### src/rtl/sweep_pkg.sv
`timescale 1ns/1ps
package sweep_pkg;
    typedef enum logic [1:0] {
        PH_IDLE = 2'd0,
        PH_RUN  = 2'd1,
        PH_LAST = 2'd2
    } sweep_phase_e;
endpackage

### src/rtl/sweep_range_chk.sv
`timescale 1ns/1ps
// Decides whether base + span stays inside the subrange of base.
module sweep_range_chk #(
    parameter int FREQ_W    = 24,
    parameter int SUB_SHIFT = 16
) (
    input  logic [FREQ_W-1:0] base_i,
    input  logic [FREQ_W-1:0] span_i,
    output logic              fits_o
);
    logic [FREQ_W:0] end_w;

    always_comb begin
        end_w  = {1'b0, base_i} + {1'b0, span_i};
        fits_o = !end_w[FREQ_W]
              && (end_w[FREQ_W-1:SUB_SHIFT] == base_i[FREQ_W-1:SUB_SHIFT]);
    end
endmodule

### src/rtl/sweep_freq_calc.sv
`timescale 1ns/1ps
// Exact word for a given step: base + floor(step * span / STEPS).
module sweep_freq_calc #(
    parameter int FREQ_W = 24,
    parameter int STEPS  = 50,
    parameter int STEP_W = 6
) (
    input  logic [FREQ_W-1:0] base_i,
    input  logic [FREQ_W-1:0] span_i,
    input  logic [STEP_W-1:0] step_i,
    output logic [FREQ_W-1:0] word_o
);
    localparam int PROD_W = FREQ_W + STEP_W;

    logic [PROD_W-1:0] prod_w;
    logic [PROD_W-1:0] frac_w;
    logic              unused_frac_hi;

    always_comb begin
        prod_w = PROD_W'(span_i) * PROD_W'(step_i);
        frac_w = prod_w / PROD_W'(STEPS);
        word_o = base_i + frac_w[FREQ_W-1:0];
    end

    assign unused_frac_hi = ^frac_w[PROD_W-1:FREQ_W];
endmodule

### src/rtl/sweep_tick_div.sv
`timescale 1ns/1ps
// Groups timer ticks: one advance per PERIOD ticks (0 behaves as 1).
module sweep_tick_div #(
    parameter int PER_W = 16
) (
    input  logic             clk,
    input  logic             rst_n,
    input  logic             clr_i,
    input  logic             tick_i,
    input  logic [PER_W-1:0] period_i,
    output logic             adv_o
);
    logic [PER_W-1:0] cnt_d, cnt_q;
    logic [PER_W:0]   eff_w;
    logic [PER_W:0]   nxt_w;

    always_comb begin
        eff_w = (period_i == '0) ? (PER_W+1)'(1) : {1'b0, period_i};
        nxt_w = {1'b0, cnt_q} + (PER_W+1)'(1);
        adv_o = tick_i && (nxt_w >= eff_w);
        cnt_d = cnt_q;
        if (clr_i) begin
            cnt_d = '0;
        end else if (tick_i) begin
            cnt_d = adv_o ? '0 : nxt_w[PER_W-1:0];
        end
    end

    always_ff @(posedge clk or negedge rst_n) begin
        if (!rst_n) cnt_q <= '0;
        else        cnt_q <= cnt_d;
    end

    // the tick count always stays below the effective period
    a_r4_cnt_below_period: assert property (@(posedge clk) disable iff (!rst_n)
        {1'b0, cnt_q} < eff_w);
endmodule

### src/rtl/sweep_sequencer.sv
`timescale 1ns/1ps
module sweep_sequencer
    import sweep_pkg::*;
#(
    parameter int FREQ_W    = 24,
    parameter int STEPS     = 50,
    parameter int PER_W     = 16,
    parameter int SUB_SHIFT = 16
) (
    input  logic                          clk,
    input  logic                          rst_n,
    input  logic                          start_i,
    input  logic                          repeat_i,
    input  logic                          tick_i,
    input  logic [FREQ_W-1:0]             start_freq_i,
    input  logic [FREQ_W-1:0]             span_i,
    input  logic [PER_W-1:0]              period_i,
    output logic [$clog2(STEPS+1)-1:0]    step_o,
    output logic [FREQ_W-1:0]             freq_o,
    output logic                          busy_o,
    output logic                          done_o,
    output logic                          err_o
);
    localparam int STEP_W = $clog2(STEPS + 1);
    localparam logic [STEP_W-1:0] LAST_STEP = STEP_W'(STEPS);

    typedef struct packed {
        sweep_phase_e      phase;
        logic [STEP_W-1:0] step;
        logic [FREQ_W-1:0] freq;
        logic [FREQ_W-1:0] base;
        logic [FREQ_W-1:0] span;
        logic [PER_W-1:0]  period;
        logic              done;
        logic              err;
    } seq_t;

    seq_t d, q;

    logic              fits_w;
    logic              load_w;
    logic              adv_w;
    logic              run_tick_w;
    logic              div_clr_w;
    logic [STEP_W-1:0] step_nx_w;
    logic [FREQ_W-1:0] freq_nx_w;

    sweep_range_chk #(
        .FREQ_W   (FREQ_W),
        .SUB_SHIFT(SUB_SHIFT)
    ) u_range (
        .base_i(start_freq_i),
        .span_i(span_i),
        .fits_o(fits_w)
    );

    sweep_tick_div #(
        .PER_W(PER_W)
    ) u_div (
        .clk     (clk),
        .rst_n   (rst_n),
        .clr_i   (div_clr_w),
        .tick_i  (run_tick_w),
        .period_i(q.period),
        .adv_o   (adv_w)
    );

    sweep_freq_calc #(
        .FREQ_W(FREQ_W),
        .STEPS (STEPS),
        .STEP_W(STEP_W)
    ) u_calc (
        .base_i(q.base),
        .span_i(q.span),
        .step_i(step_nx_w),
        .word_o(freq_nx_w)
    );

    always_comb begin
        load_w     = (q.phase == PH_IDLE) && start_i && fits_w;
        run_tick_w = (q.phase == PH_RUN) && tick_i;
        div_clr_w  = load_w || (q.phase == PH_LAST);
        step_nx_w  = q.step + STEP_W'(1);

        d      = q;
        d.done = 1'b0;
        d.err  = 1'b0;
        case (q.phase)
            PH_IDLE: begin
                if (start_i) begin
                    if (fits_w) begin
                        d.phase  = PH_RUN;
                        d.base   = start_freq_i;
                        d.span   = span_i;
                        d.period = period_i;
                        d.step   = '0;
                        d.freq   = start_freq_i;
                    end else begin
                        d.err = 1'b1;
                    end
                end
            end
            PH_RUN: begin
                if (adv_w) begin
                    d.step = step_nx_w;
                    d.freq = freq_nx_w;
                    if (step_nx_w == LAST_STEP) begin
                        d.phase = PH_LAST;
                        d.done  = 1'b1;
                    end
                end
            end
            PH_LAST: begin
                d.step  = '0;
                d.freq  = q.base;
                d.phase = repeat_i ? PH_RUN : PH_IDLE;
            end
            default: d.phase = PH_IDLE;
        endcase
    end

    always_ff @(posedge clk or negedge rst_n) begin
        if (!rst_n) q <= '0;
        else        q <= d;
    end

    assign step_o = q.step;
    assign freq_o = q.freq;
    assign busy_o = (q.phase != PH_IDLE);
    assign done_o = q.done;
    assign err_o  = q.err;

    // code bounded by the step count
    a_r9_step_bound: assert property (@(posedge clk) disable iff (!rst_n)
        step_o <= LAST_STEP);
    // done only together with the final code
    a_r6_done_with_last: assert property (@(posedge clk) disable iff (!rst_n)
        done_o |-> (step_o == LAST_STEP));
    // the final code lasts one cycle, then wraps to zero at the base
    a_r7_wrap_to_zero: assert property (@(posedge clk) disable iff (!rst_n)
        done_o |=> (step_o == '0 && freq_o == q.base));
    // the code moves by at most one per cycle while running
    a_r4_single_step: assert property (@(posedge clk) disable iff (!rst_n)
        (busy_o && !done_o) |=>
            (step_o == $past(step_o) || step_o == $past(step_o) + STEP_W'(1)));
    // a refused start never leaves the block busy
    a_r3_err_idle: assert property (@(posedge clk) disable iff (!rst_n)
        err_o |-> !busy_o);
    // a new sweep begins at step zero on the base word
    a_r2_start_state: assert property (@(posedge clk) disable iff (!rst_n)
        $rose(busy_o) |-> (step_o == '0 && freq_o == q.base));
    // the last step lands exactly on base + span
    a_r5_final_word: assert property (@(posedge clk) disable iff (!rst_n)
        (busy_o && step_o == LAST_STEP) |-> (freq_o == q.base + q.span));
    // captured settings hold while a sweep continues
    a_r8_no_reload: assert property (@(posedge clk) disable iff (!rst_n)
        busy_o |=> (!busy_o || ($stable(q.base) && $stable(q.span) && $stable(q.period))));
endmodule

### config.mk
export PLATFORM = sky130hd
export DESIGN_NAME = sweep_sequencer
export DESIGN_NICKNAME = d
export VERILOG_FILES = /design/src/rtl/sweep_pkg.sv /design/src/rtl/sweep_range_chk.sv /design/src/rtl/sweep_freq_calc.sv /design/src/rtl/sweep_tick_div.sv /design/src/rtl/sweep_sequencer.sv
export SDC_FILE = /design/constraint.sdc
export NUM_CORES = 1
export LEC_CHECK = 0
export CAP_MARGIN = 40
export CORE_UTILIZATION = 55
export DETAILED_ROUTE_END_ITERATION = 10
export DONT_BUFFER_PORTS = 1
export GPL_TIMING_DRIVEN = 0
export PLACE_DENSITY = 0.7
export SLEW_MARGIN = 20
export SYNTH_ARGS = -nofsm -noshare
export SYNTH_HDL_FRONTEND = slang
export SYNTH_SLANG_ARGS = --single-unit
### constraint.sdc
create_clock -name clk -period 31.9 [get_ports clk]
set_input_delay 6.38 -clock clk [delete_from_list [all_inputs] [get_ports clk]]
set_output_delay 6.38 -clock clk [all_outputs]
set_load 0.02 [all_outputs]
# Word-level counts from Yosys, hierarchy flattened
# Cells that the tools add are included.
# W data, S select, Z words.
dict set report word_totals {
  reg_bits 114
  in_bits 69
  output_inout_bits 33
}
dict set report classes {
  n_addsub 4
  n_mul 1
  n_div 1
  n_lt_le_gt_ge 1
  n_eq_ne 8
  muxes 17
  n_reduce_logical 15
}
# operator count
set ops {}
lappend ops {{$mux W96} 2}
lappend ops {{$pmux W30 S3} 1}
lappend ops {{$mux W16} 4}
lappend ops {{$mux W32} 1}
lappend ops {{$div A30 B6 Y30 const B} 1}
lappend ops {{$mul A24 B6 Y30} 1}
lappend ops {{$add A24 B24 Y25} 1}
lappend ops {{$add A24 B24 Y24} 1}
lappend ops {{$add A16 B1 Y17 const B} 1}
lappend ops {{$ge A17 B17 Y1} 1}
lappend ops {{$logic_not A16 Y1} 1}
lappend ops {{$eq A8 B8 Y1} 1}
lappend ops {{$reduce_and A4 Y1} 2}
lappend ops {{$mux W1} 7}
lappend ops {{$add A6 B1 Y6 const B} 1}
lappend ops {{$eq A6 B6 Y1 const B} 1}
lappend ops {{$ne A2 B2 Y1 const B} 3}
lappend ops {{$pmux W2 S3} 1}
lappend ops {{$logic_and A1 B1 Y1} 5}
lappend ops {{$reduce_bool A2 Y1} 2}
lappend ops {{$reduce_and A3 Y1} 1}
lappend ops {{$reduce_bool A3 Y1} 1}
lappend ops {{$eq A2 B1 Y1 const B} 1}
lappend ops {{$eq A2 B2 Y1 const B} 1}
lappend ops {{5 further kinds} 5}

# Logic depth before layout (Yosys ltp)
dict set report logic_depth {
  depth_word 7
  mapped_depth 112
}

# Hierarchy
# A second synthesis with hierarchy kept.
dict set report hier_totals {
  hier_cells 2194
  hier_area_um2 18245.0
}
# module n_inst cells_each area_each_um2 seq_area_each_um2
set by_module_without_submodules {}
lappend by_module_without_submodules {sweep_freq_calc 1 1486 11059.4 0.0}
lappend by_module_without_submodules {sweep_sequencer 1 384 4609.4 2452.4}
lappend by_module_without_submodules {sweep_tick_div 1 170 1476.4 400.4}
lappend by_module_without_submodules {sweep_range_chk 1 154 1099.8 0.0}

# Least setup slack after synthesis
# OpenSTA, ideal clock, no wires.
dict set report synth_timing {
  path_type {flip-flop to flip-flop}
  startpoint {register q (netlist bit step_o[0])}
  endpoint {register q (netlist bit freq_o[23])}
  setup_time_ns 0.136
  arrival_time_ns 22.931
  setup_slack_ns 8.833
  path_stages_with_launch 104
  synth_period_minus_slack_ns 23.067
  cell_sequence {dfrtp_1 -> ha_1 -> nand3_1 -> xnor2_1 -> clkbuf_1 -> nand2_1 -> fa_1 -> inv_1 -> fa_1 -> inv_1 -> fa_1 -> inv_1 -> ha_1 -> buf_4 -> a21oi_1 -> o21ai_1 -> nor2b_1 -> nand3b_1 -> [68 not listed] -> o21bai_1 -> a21oi_1 -> o21bai_1 -> a21oi_1 -> o21bai_1 -> a21oi_1 -> o21bai_1 -> a21oi_1 -> o21bai_1 -> a21oi_1 -> o21bai_1 -> a21oi_1 -> o21bai_1 -> a21oi_1 -> xor2_1 -> a21o_1 -> a221oi_1 -> o21ai_0}
}
dict set report synth_via {
  elab_chain_len 6
}
# element line
set synth_lines {}
lappend synth_lines {{from (decl)} sweep_sequencer.sv:38} ;# seq_t d, q;
lappend synth_lines {{from (signal assigned)} sweep_sequencer.sv:123} ;# if (!rst_n) q <= '0;
lappend synth_lines {{from (signal assigned)} sweep_sequencer.sv:124} ;# else q <= d;
lappend synth_lines {{$add A6 B1 Y6} sweep_sequencer.sv:83} ;# step_nx_w = q.step + STEP_W'(1);
lappend synth_lines {{$mul A24 B6 Y30} sweep_freq_calc.sv:20} ;# prod_w = PROD_W'(span_i) * PROD_W'(step_i);
lappend synth_lines {{$div A30 B6 Y30} sweep_freq_calc.sv:21} ;# frac_w = prod_w / PROD_W'(STEPS);
lappend synth_lines {{$add A24 B24 Y24} sweep_freq_calc.sv:22} ;# word_o = base_i + frac_w[FREQ_W-1:0];
lappend synth_lines {{$mux W32} sweep_sequencer.sv:104} ;# if (adv_w) begin
lappend synth_lines {{$pmux W30 S3} sweep_sequencer.sv:88} ;# case (q.phase)
# No other way between the ends. The select of a mux whose other input is x is not followed.
# A chain may end at the register's enable or synchronous reset.

# Final worst setup path
# Ends and elaborated chain as after synthesis.

==> results.tsv <==
stage	metric	value	unit
cts	clock_path_buffers	2	
synth	synth_cells	2193	
cts	clk_latency	420	ps
finish	drive_gt1_share	12.9	%
floorplanning	rows	66	
timing	finalCritPeriodShare	88.4	%
global_route	grt.overflow.total	0	
floorplanning	die-area	33800	µm²
synth	synth_edf_count	0	
timing	finalClockSkew	14.8	ps
synth	syn_area	18200	µm²
drt	avgViaCountPerCell	6.44	
global_route	grt_pass1_vias	16400	
placement	routabilityCongestion	0.919	
drt	finalWirelength	51100	µm
global_route	track_usage	30.6	%
synth	yosys.area_share.simple	21.5	%
drt	first_iter_violations	1397	
drt	wl_per_cell	19.2	µm
cts	cts_sinks	114	
synth	avgSynthCellArea	8.29	µm²
synth	ys_ff_latch	114	
finish	fill_cells	2955	
setup_path	startpoint_type	register	
finish	layout_commonest_cell	nand2_1	
run	max_cap_violations	0	
global_route	grt_start_max_net_pins	115	
placement	port_buffers	0	
setup_path	max_stage_delay	700	ps
cts	cts-root-buf	clkbuf_16	
cts	cts_setup_buffers	0	
cts	cts.htree.levels	4	
setup_path	crit_type	register to register	
setup_path	reg2reg_slack	3690	ps
timing	fin_crit	28210	ps
synth	synth_xor_xnor_area_share	5.27	%
finish	diodes	0	
cts	cts_tree	done	
global_route	grt_pass1_wl	84000	µm
setup_path	required	32180	ps
floorplanning	io_pins	102	
floorplanning	die_h	184	µm
finish	final_cell_mix	nand2_1 (194), a21oi_1 (144), inv_1 (127)	
timing	drv_slew	0	
synth	syn-num-nets	2459	
setup_path	path_common_cell	a21oi_1	
worst_hold_path	min_path_type	register to register	
synth	synth_top_family_by_area	compound AO/OA/AOI/OAI gates	
timing	rsz0062_at_grt	no	
global_route	antenna_found_initial	0	
cts	holdBufCountCts	0	
drt	drt_pass1_iterations	7	
timing	max-slew-margin-rel	40.5	%
synth	synthFlopType	dfrtp_1	
placement	hpwl	40500	µm
cts	cts_resized	0	
drt	ant_nets	0	
timing	clock.fmax	35.4	MHz
cts	cts_made_buffers	17	
setup_path	end_kind	register	
synth	synthMuxAreaShare	6.04	%
setup_path	crit_path_top_delay_cell	o31ai_1	
outcome	outcome	complete, no violations	
drt	drc_errors	0	
timing	tightest_slew	867	ps
drt	vias	17200	
finish	area_growth	6.31	%
timing	fin_tns_setup	0	ps
synth	synth_fa_ha_area_share	17.5	%
cts	clk_pin_slew	50	ps
setup_path	arrival	28490	ps
timing	hold_viol	0	
synth	yosys_warnings	0	
timing	finalSetupViolations	0	
floorplanning	coreArea	32500	µm²
synth	synth_compound_gate_area_share	27.6	%
floorplanning	initial_utilization	55.9	%
synth	synth.distinct_cells	125	
synth	seq_area_frac_synth	15.7	%
floorplanning	die_width	184	µm
setup_path	path_max_fanout	11	
synth	ys_async_sr_fraction	100	%
finish	nNetsFinal	2479	
==> per-stage QoR <==
stage               util, %  std cells  instance area, µm²  setup WS [ps]  hold WS, ps
floorplan                 -       2193               18200           8830          451
CTS                    59.4       2667               19300           4290          483
finish                 59.4       2667               19300           3690          477
global route           59.4       2667               19300           1490          502
global placement       57.6       2635               18700           4670          464
detailed placement     57.6       2636               18700           4500          472
==> cell families after synthesis <==
kind of cell | Yosys count
AND/OR/NAND/NOR | 745
AO/OA/AOI/OAI | 678
buffers and inverters | 250
flip-flops | 114
adder cells (fa/ha/maj) | 201
multiplexers | 99
XOR/XNOR | 106
==> metal layers <==
layer,wire [µm],GRT usage (%),vias to the layer above
met3,2950,4.22,75
li1,-,-,8110
met5,0,0,-
met1,22900,41.1,8418
met2,24000,51.1,565
met4,1190,8.47,0
==> registers in the layout (all words and copies together) (netlist names) <==
register and count:
q 66, freq_o 24, u_div.cnt_q 16, step_o 6
done_o 1, err_o 1
==> worst max-delay path: cells and delay by family (launching register included) <==
| kind | cells | cell delay (ps) |
|---|---|---|
| flip-flops | 1 | 620 |
| AO/OA/AOI/OAI | 63 | 16680 |
| multiplexers | 5 | 1730 |
| adder cells (fa/ha/maj) | 6 | 2430 |
| AND/OR/NAND/NOR | 14 | 3570 |
| XOR/XNOR | 4 | 1090 |
| buffers and inverters | 10 | 1870 |
==> final cells by class <==
class | count | area [µm²] | area share, %
buffer | 121 | 666 | 3.44
clock buffer | 22 | 484 | 2.51
clock inverter | 9 | 105 | 0.544
inverter | 129 | 489 | 2.53
multi-input combinational | 1829 | 14200 | 73.3
sequential | 114 | 2850 | 14.8
tap | 442 | 553 | 2.86
timing repair buffer | 1 | 5.00 | 0.0259
==> cells in the mapped netlist (9+ instances only) <==
cell       number  area, µm²
nand2_1       194        728
a21oi_1       144        721
inv_1         127        477
nor2_1        117        439
dfrtp_1       114       2850
ha_1          107       1340
o21ai_0       101        505
fa_1           90       1800
and2_1         86        538
mux2_2         72        811
nand3_1        64        320
xnor2_1        58        508
clkbuf_1       57        214
nor3_1         47        235
xor2_1         44        385
nand2b_1       43        269
buf_4          38        285
a21o_1         35        263
nor2b_1        35        219
and3_1         28        175
o211ai_1       28        210
o21a_1         28        210
nand4_1        27        169
o21ai_1        27        135
a211oi_1       23        173
a222oi_1       23        230
nor4_1         22        138
o21bai_1       22        165
mux2i_1        20        200
buf_2          18       90.1
o31ai_1        16        120
a31oi_1        15       93.8
or3_1          15       93.8
or2_2          14       87.6
o211a_1        12        120
o22ai_1        12       75.1
a211o_1        11       96.3
a21oi_2        11       96.3
a2111oi_0       9       78.8
==> worst paths after layout <==
kind,from,endpoint,cells after the start
hold reg to reg,freq_o[0],freq_o[0],2
hold / removal,freq_o[0],freq_o[0],2
min in group asynchronous,rst_n,q[12],0
max in group asynchronous,rst_n,freq_o[7],0
setup / recovery,step_o[0],freq_o[23],102
setup reg to reg,step_o[0],freq_o[23],102
Power is not shown: default switching activity piles up to over one toggle a cycle in this logic, so the estimate is an artifact.
